--- config.mk ---
export PLATFORM = sky130hd
export DESIGN_NAME = fifo_pair_irq
export DESIGN_NICKNAME = d
export VERILOG_FILES = /design/src/rtl/fp_pkg.sv /design/src/rtl/fp_byte_fifo.sv /design/src/rtl/fp_event_regs.sv /design/src/rtl/fifo_pair_irq.sv
export SDC_FILE = /design/constraint.sdc
export NUM_CORES = 1
export LEC_CHECK = 0
export ABC_AREA = 0
export BUFFER_PORTS_ARGS = -buffer_cell sky130_fd_sc_hd__buf_2
export CAP_MARGIN = 0
export CORE_MARGIN = 3
export CORE_UTILIZATION = 30
export CTS_CLUSTER_DIAMETER = 40
export DETAILED_ROUTE_END_ITERATION = 10
export GPL_TIMING_DRIVEN = 0
export HOLD_SLACK_MARGIN = 0.06
export PLACE_DENSITY = 0.41
export SYNTH_ARGS = -nofsm -noshare
export SYNTH_HDL_FRONTEND = slang
export SYNTH_SLANG_ARGS = --single-unit
--- constraint.sdc ---
create_clock -name clk -period 6.8 [get_ports clk]
set_input_delay 0.34 -clock clk [delete_from_list [all_inputs] [get_ports clk]]
set_output_delay 0.34 -clock clk [all_outputs]
set_load 0.02 [all_outputs]
--- src/rtl/fp_pkg.sv ---
package fp_pkg;
    localparam logic [3:0] ADR_CTRL   = 4'd0;
    localparam logic [3:0] ADR_TXDATA = 4'd1;
    localparam logic [3:0] ADR_RXDATA = 4'd2;
    localparam logic [3:0] ADR_TXTHR  = 4'd3;
    localparam logic [3:0] ADR_RXTHR  = 4'd4;
    localparam logic [3:0] ADR_MASK   = 4'd5;
    localparam logic [3:0] ADR_RAW    = 4'd6;
    localparam logic [3:0] ADR_MSKD   = 4'd7;
    localparam logic [3:0] ADR_CLEAR  = 4'd8;

    localparam int CTL_FLUSH_TX = 7;
    localparam int CTL_FLUSH_RX = 8;

    localparam int ST_TX_EMPTY = 0;
    localparam int ST_TX_LOW   = 1;
    localparam int ST_TX_FULL  = 2;
    localparam int ST_TX_OVR   = 3;
    localparam int ST_RX_EMPTY = 4;
    localparam int ST_RX_HIGH  = 5;
    localparam int ST_RX_FULL  = 6;
    localparam int ST_EVT0     = 19;
    localparam int ST_EVT1     = 24;
    localparam int ST_EVT2     = 25;
    localparam int ST_EVT3     = 28;

    localparam logic [31:0] ALL_EVENTS   = 32'h131F_007F;
    localparam logic [31:0] STICKY_BITS  = 32'h1308_0008;
    localparam logic [31:0] LEVEL_BITS   = 32'h0000_0077;
endpackage

--- src/rtl/fp_byte_fifo.sv ---
module fp_byte_fifo #(
    parameter int DEPTH = 16
) (
    input  logic                         clk,
    input  logic                         rst_n,
    input  logic                         flush,
    input  logic                         push,
    input  logic [7:0]                   push_data,
    input  logic                         pop,
    output logic [7:0]                   head,
    output logic [$clog2(DEPTH+1)-1:0]   count,
    output logic                         full,
    output logic                         empty
);
    localparam int PW = $clog2(DEPTH);
    localparam int CW = $clog2(DEPTH + 1);

    typedef struct packed {
        logic [PW-1:0] wptr;
        logic [PW-1:0] rptr;
        logic [CW-1:0] cnt;
    } fifo_st_t;

    fifo_st_t st_d, st_q;
    logic [7:0] mem [DEPTH];
    logic do_push, do_pop;

    always_comb begin
        do_push = push && (st_q.cnt != CW'(DEPTH)) && !flush;
        do_pop  = pop && (st_q.cnt != '0) && !flush;
        st_d    = st_q;
        if (flush) begin
            st_d = '0;
        end else begin
            if (do_push) st_d.wptr = st_q.wptr + PW'(1);
            if (do_pop)  st_d.rptr = st_q.rptr + PW'(1);
            unique case ({do_push, do_pop})
                2'b10:   st_d.cnt = st_q.cnt + CW'(1);
                2'b01:   st_d.cnt = st_q.cnt - CW'(1);
                default: st_d.cnt = st_q.cnt;
            endcase
        end
    end

    always_ff @(posedge clk) begin
        if (!rst_n) st_q <= '0;
        else        st_q <= st_d;
    end

    always_ff @(posedge clk) begin
        if (do_push) mem[st_q.wptr] <= push_data;
    end

    assign head  = mem[st_q.rptr];
    assign count = st_q.cnt;
    assign full  = (st_q.cnt == CW'(DEPTH));
    assign empty = (st_q.cnt == '0);
endmodule

--- src/rtl/fp_event_regs.sv ---
module fp_event_regs
    import fp_pkg::*;
(
    input  logic        clk,
    input  logic        rst_n,
    input  logic [31:0] level_in,
    input  logic [31:0] set_in,
    input  logic [31:0] clr_in,
    input  logic        mask_we,
    input  logic [31:0] mask_wdata,
    output logic [31:0] raw,
    output logic [31:0] masked,
    output logic [31:0] mask,
    output logic        irq
);
    typedef struct packed {
        logic [31:0] sticky;
        logic [31:0] mask;
    } ev_st_t;

    ev_st_t st_d, st_q;

    always_comb begin
        st_d        = st_q;
        st_d.sticky = ((st_q.sticky & ~clr_in) | set_in) & STICKY_BITS;
        if (mask_we) st_d.mask = mask_wdata & ALL_EVENTS;
    end

    always_ff @(posedge clk) begin
        if (!rst_n) st_q <= '0;
        else        st_q <= st_d;
    end

    assign raw    = (level_in & LEVEL_BITS) | st_q.sticky;
    assign mask   = st_q.mask;
    assign masked = raw & st_q.mask;
    assign irq    = |masked;
endmodule

--- src/rtl/fifo_pair_irq.sv ---
module fifo_pair_irq
    import fp_pkg::*;
#(
    parameter int DEPTH = 16
) (
    input  logic        clk,
    input  logic        rst_n,
    input  logic        bus_valid,
    input  logic        bus_write,
    input  logic [3:0]  bus_addr,
    input  logic [31:0] bus_wdata,
    output logic [31:0] bus_rdata,
    output logic        tx_out_valid,
    output logic [7:0]  tx_out_data,
    input  logic        tx_out_ready,
    input  logic        rx_in_valid,
    input  logic [7:0]  rx_in_data,
    output logic        rx_in_ready,
    input  logic [3:0]  evt_in,
    output logic        irq
);
    localparam int CW      = $clog2(DEPTH + 1);
    localparam int THR_MAX = DEPTH / 2 - 1;
    localparam int THR_W   = $clog2(DEPTH / 2);

    typedef struct packed {
        logic             flush_tx;
        logic             flush_rx;
        logic [THR_W-1:0] tx_thr;
        logic [THR_W-1:0] rx_thr;
        logic [31:0]      rdata;
    } top_st_t;

    top_st_t st_d, st_q;

    logic [CW-1:0] tx_count, rx_count;
    logic          tx_full, tx_empty, rx_full, rx_empty;
    logic [7:0]    rx_head;
    logic          wr_en, rd_en, tx_push, rx_pop;
    logic [31:0]   level_vec, set_vec, clr_vec;
    logic [31:0]   raw_stat, masked_stat, mask_reg;
    logic          mask_we;
    logic          tx_flush_pend, rx_flush_pend;

    function automatic logic [THR_W-1:0] clamp_thr(input logic [31:0] v);
        if (v > 32'(THR_MAX)) return THR_W'(THR_MAX);
        return v[THR_W-1:0];
    endfunction

    assign tx_flush_pend = st_q.flush_tx;
    assign rx_flush_pend = st_q.flush_rx;

    fp_byte_fifo #(.DEPTH(DEPTH)) u_tx_fifo (
        .clk(clk), .rst_n(rst_n), .flush(st_q.flush_tx),
        .push(tx_push), .push_data(bus_wdata[7:0]),
        .pop(tx_out_ready), .head(tx_out_data),
        .count(tx_count), .full(tx_full), .empty(tx_empty)
    );

    fp_byte_fifo #(.DEPTH(DEPTH)) u_rx_fifo (
        .clk(clk), .rst_n(rst_n), .flush(st_q.flush_rx),
        .push(rx_in_valid), .push_data(rx_in_data),
        .pop(rx_pop), .head(rx_head),
        .count(rx_count), .full(rx_full), .empty(rx_empty)
    );

    fp_event_regs u_events (
        .clk(clk), .rst_n(rst_n),
        .level_in(level_vec), .set_in(set_vec), .clr_in(clr_vec),
        .mask_we(mask_we), .mask_wdata(bus_wdata),
        .raw(raw_stat), .masked(masked_stat), .mask(mask_reg), .irq(irq)
    );

    always_comb begin
        wr_en   = bus_valid && bus_write;
        rd_en   = bus_valid && !bus_write;
        tx_push = wr_en && (bus_addr == ADR_TXDATA);
        rx_pop  = rd_en && (bus_addr == ADR_RXDATA);
        mask_we = wr_en && (bus_addr == ADR_MASK);
        clr_vec = (wr_en && (bus_addr == ADR_CLEAR)) ? bus_wdata : '0;

        level_vec              = '0;
        level_vec[ST_TX_EMPTY] = tx_empty;
        level_vec[ST_TX_LOW]   = (tx_count <= CW'(st_q.tx_thr));
        level_vec[ST_TX_FULL]  = tx_full;
        level_vec[ST_RX_EMPTY] = rx_empty;
        level_vec[ST_RX_HIGH]  = (rx_count >= CW'(st_q.rx_thr));
        level_vec[ST_RX_FULL]  = rx_full;

        set_vec            = '0;
        set_vec[ST_TX_OVR] = tx_push && tx_full;
        set_vec[ST_EVT0]   = evt_in[0];
        set_vec[ST_EVT1]   = evt_in[1];
        set_vec[ST_EVT2]   = evt_in[2];
        set_vec[ST_EVT3]   = evt_in[3];

        st_d          = st_q;
        st_d.flush_tx = wr_en && (bus_addr == ADR_CTRL) && bus_wdata[CTL_FLUSH_TX];
        st_d.flush_rx = wr_en && (bus_addr == ADR_CTRL) && bus_wdata[CTL_FLUSH_RX];
        if (wr_en && bus_addr == ADR_TXTHR) st_d.tx_thr = clamp_thr(bus_wdata);
        if (wr_en && bus_addr == ADR_RXTHR) st_d.rx_thr = clamp_thr(bus_wdata);

        if (rd_en) begin
            st_d.rdata = '0;
            unique case (bus_addr)
                ADR_CTRL: begin
                    st_d.rdata[CTL_FLUSH_TX] = st_q.flush_tx;
                    st_d.rdata[CTL_FLUSH_RX] = st_q.flush_rx;
                end
                ADR_RXDATA: st_d.rdata = rx_empty ? '0 : {24'd0, rx_head};
                ADR_TXTHR:  st_d.rdata = 32'(st_q.tx_thr);
                ADR_RXTHR:  st_d.rdata = 32'(st_q.rx_thr);
                ADR_MASK:   st_d.rdata = mask_reg;
                ADR_RAW:    st_d.rdata = raw_stat;
                ADR_MSKD:   st_d.rdata = masked_stat;
                default:    st_d.rdata = '0;
            endcase
        end
    end

    always_ff @(posedge clk) begin
        if (!rst_n) st_q <= '0;
        else        st_q <= st_d;
    end

    assign bus_rdata    = st_q.rdata;
    assign tx_out_valid = !tx_empty && !st_q.flush_tx;
    assign rx_in_ready  = !rx_full && !st_q.flush_rx;
endmodule

==> summary.md <==
| Metric | Value |
|---|---|
| Worst stage delay on the critical path | `0.62 ns` |
| Clk slew on worst S/H paths | `about 0.050 ns` |
| Peak VDD IR | `around 0.00020 V` |
| Fmax | `0.307 GHz` |
| Post-DR vias/cell | `4.66` |
| # IOs | `97` |
| Placed Area | `15500 µm²` |
| Comb power frac | `under 10%` |
| Critical Path RT | `about 7.3 ns` |
| Area of the mapped netlist | `14200 µm²` |
| RR Endpoint | `u_tx_fifo.count[4]$_SDFFE_PP0P_` |
| Initial Utilization | `a little under a third` |
| Worst Hold Class | `primary input to flip-flop` |
| Switch share | `between 20 and 25%` |
| Status | `complete, no violations` |
| Yosys top cell by area | `edfxtp_1` |
| Crit path max-delay family | `simple AND/OR/NAND/NOR gates` |
| Fill cell count | `4473` |
| Leakage | `6.04 nW` |
| CP Launch Type | `flip-flop` |
| Vias in the first global route | `8426` |
| Layout area overhead | `23.1%` |
| Detailed Place HPWL | `24400 µm` |
| Most common cell in the netlist | `edfxtp_1` |
| CP Cell Sequence | `nor4_4 > a2111oi_4 > inv_2 > ha_1 > inv_1 > fa_1 > nor2b_1 > o21ai_0 > and3_1 > or4_1 > a21oi_1` |
| Core Rows | `79` |
| Global-route wire length before repair | `54200 µm` |
| Worst endpoint data arrival time | `roughly 3.8 ns` |
| Fin crit share | `48.0%` |
| Crit path buf inv count | `2` |
| Post-synthesis simple-gate area fraction | `8.07%` |
| Setup CP Type | `flip-flop to flip-flop` |
| Hold_sp | `bus_wdata[19]` |
| Final Util | `37.5%` |
| Place WS | `3.38 ns` |
| Minimum clock period | `3.26 ns` |
| Worst-margin pin slew | `approximately 1.1 ns` |
| Main combinational cell family by area after synthesis | `multiplexers` |
| Register area share after synthesis | `65.3%` |
| Launch point of the worst reg-to-reg path | `u_tx_fifo.count[0]$_SDFFE_PP0P_` |
| Proportion of netlist area held by the largest area contributor | `54.1%` |
| Pwr Total | `5.13 mW` |
| Post-Synth Adder-Cell Area | `2.40%` |
| Cell Count, Final, Fillers Out | `between 1500 and 2000` |
| Final WS setup | `around 3.5 ns` |
| Share of post-route cells with drive strength above 1 | `29.7%` |
| Clk_skew | `0.0156 ns` |
| Placed insts | `1615` |
| CTS Sinks | `335` |
| Die Ht | `224 µm` |
| Yosys warns | `0` |
| Post-Synth XOR/XNOR Area | `0.987%` |
| Final net count | `1156` |
| Die Area | `50000 µm²` |
| Cell Pwr Density | `294 nW/µm²` |
| Net Sw Power | `1.19 mW` |
| Mux contribution to synthesized area | `14.4%` |
| Clock power share | `between 50 and 60%` |
| Post-Synthesis Cells | `905` |
| Initial DRC count | `430` |
| H-tree depth | `2` |
| Hold EP | `u_events.mask[19]$_SDFFE_PN0P_` |
| Reported max-cap violation count | `0` |
| CTS root buf | `clkbuf_16` |
| Crit Path Max Fanout | `7` |
| Slowest CP cell | `nor4_4` |
| Register share of total power | `43.4%` |
| Rel. slew slack | `between 20% and 30%` |
| Die W | `224 µm` |
| Final hold vios | `0` |
| RSZ-0062 raised after global routing | `false` |
| Port Buffers | `81` |
| Synth Area per Inst | `around 16 µm²` |
| # resized after CTS | `0` |
| Ys async rst share | `0%` |
| Synth Area in Compound Gates | `4.78%` |
| Remaining Overflow, GRT | `0` |
| Routed length per instance | `20.7 µm` |
| GPL Wtd Cong | `between 0.7 and 0.8` |
| Top post-synthesis cells by area | `edfxtp_1 54%, dfxtp_1 11%, mux4_2 9.2%, mux4_1 2.6%, ha_1 2.1%` |
| Prevailing post-synth register cell | `edfxtp_1` |
| Clk buf depth | `3` |
| R2R Setup Slk | `3.54 ns` |
| Power Internal | `3.94 mW` |
| Clk Latency, worst-skew pair | `0.59 ns` |
| Fin. max-slew vios | `0` |
| Initial antenna violation count | `0` |
| TritonCTS clock tree | `yes` |
| Worst hold margin | `between 0.1 and 0.15 ns` |
| Hold path cells | `3` |
| Endpoints failing setup | `0` |
| Detailed Route WL | `35900 µm` |
| Commonest cells in the synthesized netlist | `256 x edfxtp_1, 79 x dfxtp_1, 58 x mux4_2, 58 x nor2_1, 37 x nor2b_1` |
| Num CTS Buffers | `55` |
| Remaining antenna violation count | `0` |
| Fin area | `17500 µm²` |
| Cell variety after synth | `just under 70` |
| Post-synth EDFFs | `256` |
| Largest net degree at the start of global routing | `20` |
| Via count | `about 8100` |
| DRT Pass-1 Iters | `5` |
| Critical Path End Type | `flip-flop` |
| Setup_tns | `0 ns` |
| Gr usage total | `about 15%` |
| Core Box Area | `46700 µm²` |
| Synthesized flop and latch total | `335` |
| # DRC | `0` |
| Reg2Reg Depth | `11` |
worst max-delay path by stage:
| stage | from | to | depth (start not counted) |
|---|---|---|---|
| global placement | bus_addr[2] | u_tx_fifo.mem[0][0]$_DFFE_PP_ | 5 |
| detailed placement | bus_addr[2] | u_tx_fifo.count[4]$_SDFFE_PP0P_ | 11 |
| finish | u_tx_fifo.count[0]$_SDFFE_PP0P_ | u_tx_fifo.count[4]$_SDFFE_PP0P_ | 11 |
| CTS | u_tx_fifo.count[4]$_SDFFE_PP0P_ | u_tx_fifo.count[4]$_SDFFE_PP0P_ | 11 |
| floorplan | u_rx_fifo.count[0]$_SDFFE_PP0P_ | u_rx_fifo.count[4]$_SDFFE_PP0P_ | 12 |
| global route | u_tx_fifo.count[4]$_SDFFE_PP0P_ | u_tx_fifo.count[4]$_SDFFE_PP0P_ | 11 |
cell type report:
| cell class | instances | area [µm²] | share of cell area, % |
|---|---|---|---|
| sequential | 335 | 9270 | 53.0 |
| multi-input combinational | 478 | 4470 | 25.6 |
| clock buffer | 58 | 1410 | 8.06 |
| tap | 607 | 759 | 4.35 |
| timing repair buffer | 100 | 581 | 3.32 |
| buffer | 74 | 453 | 2.59 |
| clock inverter | 45 | 418 | 2.39 |
| inverter | 32 | 120 | 0.687 |
| antenna | 1 | 2.50 | 0.0143 |
power by group through the flow:
stage / logic, mW / clock network, mW / registers, mW
after floorplan: 0.101 / 0 / 2.27
after global placement: 0.184 / 0 / 2.27
after detailed placement: 0.186 / 0 / 2.27
after CTS: 0.191 / 2.79 / 2.23
after global routing: 0.206 / 2.88 / 2.23
final: 0.187 / 2.72 / 2.23
layout by cell type, fill, tap and decap left out, types with 24 or more instances in the layout:
cell type / netlist / final
buf_4: 35 / 40
nand2_1: 36 / 36
dfxtp_1: 79 / 79
nor2_1: 58 / 58
nor2b_1: 37 / 37
edfxtp_1: 256 / 256
mux2i_1: 24 / 24
inv_1: 31 / 31
a21oi_1: 32 / 32
clkbuf_16: 0 / 56
buf_2: 16 / 98
ha_1: 24 / 24
mux4_2: 58 / 58
cells by family (layout without fill, tap and decap cells):
kind of cell	Yosys count	in the layout
other	1	16
muxes	108	108
buffers and inverters	106	309
xor gates and xnor gates	16	16
and+or+nand+nor	216	216
DFF	335	335
AOI/OAI and AO/OA	97	97
adders and majority gates	26	26
layer usage:
layer | share of wire, % | global-route usage, % | vias to the layer above
met4 | 2.0 | 4.60 | 0
met3 | 3.7 | 2.62 | 47
met5 | 0 | 0 | -
met2 | 49 | 24.0 | 135
met1 | 46 | 19.7 | 4068
li1 | - | - | 3816
worst min-delay path, cell delays in order:
cell,delay (ns)
buf_2,0.11
mux2i_1,0.07
nor2b_1,0.12
timing repair:
item,CTS,global route
endpoints found under the hold margin,11,0
hold buffers,11,0
setup buffers,0,0
Power figures use the tool's default switching activity.
